--- config.mk ---
export PLATFORM = sky130hd
export DESIGN_NAME = async_frame_tx
export DESIGN_NICKNAME = d
export VERILOG_FILES = /design/src/rtl/tx_pkg.sv /design/src/rtl/tx_half_tick.sv /design/src/rtl/tx_shifter.sv /design/src/rtl/tx_seq.sv /design/src/rtl/async_frame_tx.sv
export SDC_FILE = /design/constraint.sdc
export NUM_CORES = 1
export LEC_CHECK = 0
export ABC_AREA = 1
export BUFFER_PORTS_ARGS = -buffer_cell sky130_fd_sc_hd__buf_2
export CORE_ASPECT_RATIO = 1.2
export CORE_UTILIZATION = 61
export DETAILED_ROUTE_END_ITERATION = 10
export PLACE_DENSITY = 0.82
export REMOVE_ABC_BUFFERS = 1
export SKIP_LAST_GASP = 1
export SLEW_MARGIN = 30
export SYNTH_ARGS = -nofsm -noshare
export SYNTH_HDL_FRONTEND = slang
export SYNTH_SLANG_ARGS = --single-unit
--- constraint.sdc ---
create_clock -name clk_i -period 3.7 [get_ports clk_i]
set_input_delay 0.555 -clock clk_i [delete_from_list [all_inputs] [get_ports clk_i]]
set_output_delay 0.555 -clock clk_i [all_outputs]
set_load 0.03 [all_outputs]
--- src/rtl/tx_pkg.sv ---
package tx_pkg;
  typedef enum logic [1:0] {PH_IDLE, PH_START, PH_DATA, PH_STOP} tx_phase_e;

  // stop period length in half-bit units
  function automatic logic [2:0] stop_halves(input logic [1:0] sel);
    case (sel)
      2'b00:   return 3'd2;
      2'b01:   return 3'd3;
      default: return 3'd4;
    endcase
  endfunction
endpackage

--- src/rtl/tx_half_tick.sv ---
module tx_half_tick #(
  parameter int unsigned HALF_BIT_CLKS = 217
) (
  input  logic clk_i,
  input  logic rst_ni,
  input  logic clear_i,
  input  logic en_i,
  output logic tick_o
);
  localparam int unsigned CW = (HALF_BIT_CLKS > 1) ? $clog2(HALF_BIT_CLKS) : 1;
  localparam logic [CW-1:0] LAST = CW'(HALF_BIT_CLKS - 1);

  logic [CW-1:0] cnt_q;

  assign tick_o = en_i && (cnt_q == LAST);

  always_ff @(posedge clk_i or negedge rst_ni) begin
    if (!rst_ni)      cnt_q <= '0;
    else if (clear_i) cnt_q <= '0;
    else if (en_i)    cnt_q <= tick_o ? '0 : cnt_q + 1'b1;
  end
endmodule

--- src/rtl/tx_shifter.sv ---
module tx_shifter #(
  parameter int unsigned DATA_BITS = 8
) (
  input  logic                 clk_i,
  input  logic                 rst_ni,
  input  logic                 load_i,
  input  logic [DATA_BITS-1:0] data_i,
  input  logic                 shift_i,
  output logic                 msb_o
);
  logic [DATA_BITS-1:0] sh_q;

  assign msb_o = sh_q[DATA_BITS-1];

  always_ff @(posedge clk_i or negedge rst_ni) begin
    if (!rst_ni)      sh_q <= '1;
    else if (load_i)  sh_q <= data_i;
    else if (shift_i) sh_q <= {sh_q[DATA_BITS-2:0], 1'b1};
  end
endmodule

--- src/rtl/tx_seq.sv ---
module tx_seq
  import tx_pkg::*;
#(
  parameter int unsigned DATA_BITS = 8
) (
  input  logic       clk_i,
  input  logic       rst_ni,
  input  logic       accept_i,
  input  logic       tick_i,
  input  logic [1:0] stop_sel_i,
  output tx_phase_e  phase_o,
  output logic       shift_o,
  output logic       last_o
);
  localparam int unsigned HCW = $clog2(2 * DATA_BITS + 4);
  localparam logic [HCW-1:0] LAST_DATA = HCW'(2 * DATA_BITS - 1);

  tx_phase_e      phase_q;
  logic [HCW-1:0] hc_q;
  logic [2:0]     stop_h_q;

  assign phase_o = phase_q;
  assign shift_o = (phase_q == PH_DATA) && tick_i && hc_q[0];
  assign last_o  = (phase_q == PH_STOP) && tick_i && (hc_q == HCW'(stop_h_q - 3'd1));

  always_ff @(posedge clk_i or negedge rst_ni) begin
    if (!rst_ni) begin
      phase_q  <= PH_IDLE;
      hc_q     <= '0;
      stop_h_q <= 3'd2;
    end else if (accept_i) begin
      phase_q  <= PH_START;
      hc_q     <= '0;
      stop_h_q <= stop_halves(stop_sel_i);
    end else if (tick_i) begin
      case (phase_q)
        PH_START: begin
          if (hc_q == HCW'(1)) begin
            phase_q <= PH_DATA;
            hc_q    <= '0;
          end else hc_q <= hc_q + 1'b1;
        end
        PH_DATA: begin
          if (hc_q == LAST_DATA) begin
            phase_q <= PH_STOP;
            hc_q    <= '0;
          end else hc_q <= hc_q + 1'b1;
        end
        PH_STOP: begin
          if (last_o) begin
            phase_q <= PH_IDLE;
            hc_q    <= '0;
          end else hc_q <= hc_q + 1'b1;
        end
        default: ;
      endcase
    end
  end
endmodule

--- src/rtl/async_frame_tx.sv ---
module async_frame_tx
  import tx_pkg::*;
#(
  parameter int unsigned HALF_BIT_CLKS = 217,
  parameter int unsigned DATA_BITS     = 8
) (
  input  logic                 clk_i,
  input  logic                 rst_ni,
  input  logic [1:0]           stop_sel_i,
  input  logic [DATA_BITS-1:0] data_i,
  input  logic                 valid_i,
  output logic                 ready_o,
  output logic                 line_o,
  output logic                 busy_o
);
  tx_phase_e phase;
  logic      tick, shift, last, msb, accept;

  assign busy_o  = (phase != PH_IDLE);
  assign ready_o = !busy_o || last;
  assign accept  = valid_i && ready_o;

  always_comb begin
    case (phase)
      PH_START: line_o = 1'b0;
      PH_DATA:  line_o = msb;
      default:  line_o = 1'b1;
    endcase
  end

  tx_half_tick #(.HALF_BIT_CLKS(HALF_BIT_CLKS)) u_tick (
    .clk_i  (clk_i),
    .rst_ni (rst_ni),
    .clear_i(accept),
    .en_i   (busy_o),
    .tick_o (tick)
  );

  tx_seq #(.DATA_BITS(DATA_BITS)) u_seq (
    .clk_i     (clk_i),
    .rst_ni    (rst_ni),
    .accept_i  (accept),
    .tick_i    (tick),
    .stop_sel_i(stop_sel_i),
    .phase_o   (phase),
    .shift_o   (shift),
    .last_o    (last)
  );

  tx_shifter #(.DATA_BITS(DATA_BITS)) u_shift (
    .clk_i  (clk_i),
    .rst_ni (rst_ni),
    .load_i (accept),
    .data_i (data_i),
    .shift_i(shift),
    .msb_o  (msb)
  );
endmodule

==> qor.csv <==
stage,metric,value,unit
setup_path,CP Capture Type,output pin,
power,Comb pwr share,0.205,
floorplanning,core area,0.002577,mm2
power,sequential share of power,0.574,
floorplanning,num rows,20,
clock_network,"Hold-fix buffers, CTS",0,
power,Cell Int Power,437.8,uW
layout,Multi-input gate area,865.8,um2
floorplanning,io pins,16,
synth,ranking of synthesized cells by area,"dfrtp_1 (25%), dfstp_2 (14%), nand2_1 (12%), inv_1 (7.7%), nand3_1 (6.8%)",
timing,worst relative slew slack,0.5376,
synth,synth cell count leaders,"nand2_1 (55), inv_1 (35), nand3_1 (23), nor2_1 (22), dfrtp_1 (17)",
synth,"EDFF count, synth",0,
timing,Slew @ Worst Pin,0.6877,ns
clock_network,postcts setup bufs,0,
layout,proportion of layout cells with a drive suffix above 1,0.2140,
setup_path,Worst EP arrival,1.95,ns
run_status,status,"finished, final reports clean",
clock_network,clk_lat worst skew,0.32,ns
drt,Via density,5.101,
drt,routed len/inst,11.25,um
setup_path,WS Path Type,reg2out,
power,Clock Power Share,0.221,
synth,dominant synthesized flop cell,dfrtp_1,
clock_network,TritonCTS clock tree,done,
power,Net Sw Power,211.8,uW
placement,routability cong.,0.8342,
power,pwr dens,354.6,mW/mm2
layout,fillers,224,
setup_path,Worst Path Max Fanout,3,
synth,Synth cell types,31,
layout,ant diodes,0,
synth,leading area contributor after synthesis,dfrtp_1,
drt,DRC viols,0,
layout,final cell count without fillers,276,
timing,Tmin final,2.506,ns
placement,I/O Buffers,15,
layout,area delta synth->final,7.806,%
timing,# setup viols final,0,
synth,asr flop ratio synth,1.000,
drt,Detailed Routing Iterations Pass 1,4,
power,Sw Ratio,0.3261,
synth,share of the synthesized area in the top cell type,0.2504,
drt,initial DRC count,32,
drt,via count,1408,
floorplanning,DIE WIDTH,50.18,um
clock_network,CTS H-Tree Depth,1,
drt,final WL,3.105,mm
synth,top-count cell post-synth,nand2_1,
clock_network,post-CTS sizing,0,
global_routing,largest net degree at the start of global routing,27,
global_routing,initial antenna violation count,0,
timing,Fin. Hold Viols,0,
synth,synthesized instance count,226,
power,Max IR drop VDD,0.4096,mV
timing,RSZ-0062 raised after global routing,no,
placement,placed cells,272,
timing,Max Fclk,0.3991,GHz
layout,FF+latch area,661.9,um2
clock_network,Root Buffer,clkbuf_4,
run,maxcap violations,0,
synth,post-synthesis sequential area ratio,0.3895,
synth,Post-Syn Area per Cell,7.518,um2
timing,Final Slew Violations,0,
timing,Fin Setup TNS,0,ns
global_routing,total gr overflow,0,
power,Leakage,0.0009825,uW
floorplanning,starting density of the core,0.6592,
global_routing,first-pass GRT wire length,5.437,mm
setup_path,"Data required, critical path",3.14,ns
timing,Clock Skews,0.005676,ns
clock_network,Max Root-Sink Buffers,2,
clock_network,CTS buffer count,3,
floorplanning,Die H,59.82,um
floorplanning,area of the die,0.003002,mm2
clock_network,Worst-path clk slew,0.14,ns
global_routing,Global Route Usage Sum,0.2421,
synth,Synth Warn #,0,
synth,cell area after synthesis,0.001699,mm2
placement,hpwl dp,2.353,mm
layout,layout net count,264,
timing,fin crit share,0.6772,
global_routing,vias in the first global route,1288,
worst_hold_path,Hold Crit Class,in2async,
synth,synthesis-stage register bit count,26,
drt,Post-DRT Antenna Nets,0,
clock_network,Clock Sinks,26,
setup_path,Critical Path Start Type,register,
[power groups by stage]
stage,clock (uW),combinational [uW],sequential [uW]
6_report,144,133,373
5_1_grt,155,154,377
4_1_cts,145,134,372
3_5_place_dp,0,133,378
3_3_place_gp,0,129,376
2_1_floorplan,0,103,369
[flip-flops by register name, indices dropped and copies added (netlist names)]
name	count
u_seq.stop_h_q	3
u_tick.cnt_q	8
u_shift.sh_q	8
u_seq.hc_q	5
u_seq.phase_o	2
[worst paths after layout]
kind / cells after the start / slack, ns / startpoint / endpoint
max: 10 / 1.19 / u_seq.stop_h_q[1] / ready_o
min: 1 / 0.21 / rst_ni / u_tick.cnt_q[7]
max reg2reg: 14 / 1.65 / u_seq.stop_h_q[1] / u_shift.sh_q[5]
min reg2reg: 2 / 0.50 / u_seq.stop_h_q[1] / u_seq.stop_h_q[1]
max in group asynchronous: 1 / 3.11 / rst_ni / u_shift.sh_q[4]
min in group clk_i: 2 / 0.38 / stop_sel_i[1] / u_seq.stop_h_q[1]
[cells by family after synthesis]
group	share of synthesized area
xor gates and xnor gates	0.03093
and+or+nand+nor	0.3741
buffers and inverters	0.1009
AOI/OAI and AO/OA	0.05302
adders and majority gates	0.05154
DFF	0.3895
[layout make-up]
| cell class | count | share of cell area |
|---|---|---|
| Multi-Input combinational cell | 159 | 0.4727 |
| Tap cell | 33 | 0.02254 |
| Sequential cell | 26 | 0.3613 |
| Timing Repair Buffer | 16 | 0.04508 |
| Clock buffer | 4 | 0.01981 |
| Inverter | 38 | 0.07855 |
[worst max-delay path: stages, from the launching register on]
cell     delay (ns)
dfstp_2        0.56
inv_1          0.04
ha_1           0.28
nand2_1        0.07
inv_1          0.04
nor2_1         0.07
nand3_1        0.08
nor2_2         0.12
nand2_2        0.08
nand2_2        0.09
buf_2          0.20
[placed cells by master, fill, tap and decap left out, types with 5 or more instances in the layout]
master    n
xor2_1    5
nand2_2   5
o21ai_0   7
nand2_1  55
dfstp_2   9
nor2_1   22
dfrtp_1  17
inv_1    35
nand4_1  10
nand3_1  23
buf_2    15
ha_1      7
[per-layer routing]
metal  vias to the layer above  GRT usage  part of all wire
li1                        756          -                 -
met1                       625     0.3034              0.47
met2                        21     0.4171              0.48
met3                         6    0.03053             0.021
met4                         0     0.1061             0.019
met5                         -          0                 0
[metrics by stage]
stage | area (um2) | util | total power, uW | worst slack (ns) | hold slack [ns]
after CTS | 1832 | 0.7107 | 650.7 | 1.177 | 0.2270
final | 1832 | 0.7107 | 649.6 | 1.194 | 0.2097
after floorplan | 1672 | - | 472.1 | 1.710 | 0.2594
after detailed placement | 1795 | 0.6966 | 510.7 | 1.551 | 0.4792
after global routing | 1832 | 0.7107 | 686.1 | 1.011 | 0.2475
after global placement | 1795 | 0.6966 | 505.4 | 1.571 | 0.4804
(Power assumes the default switching activity.)
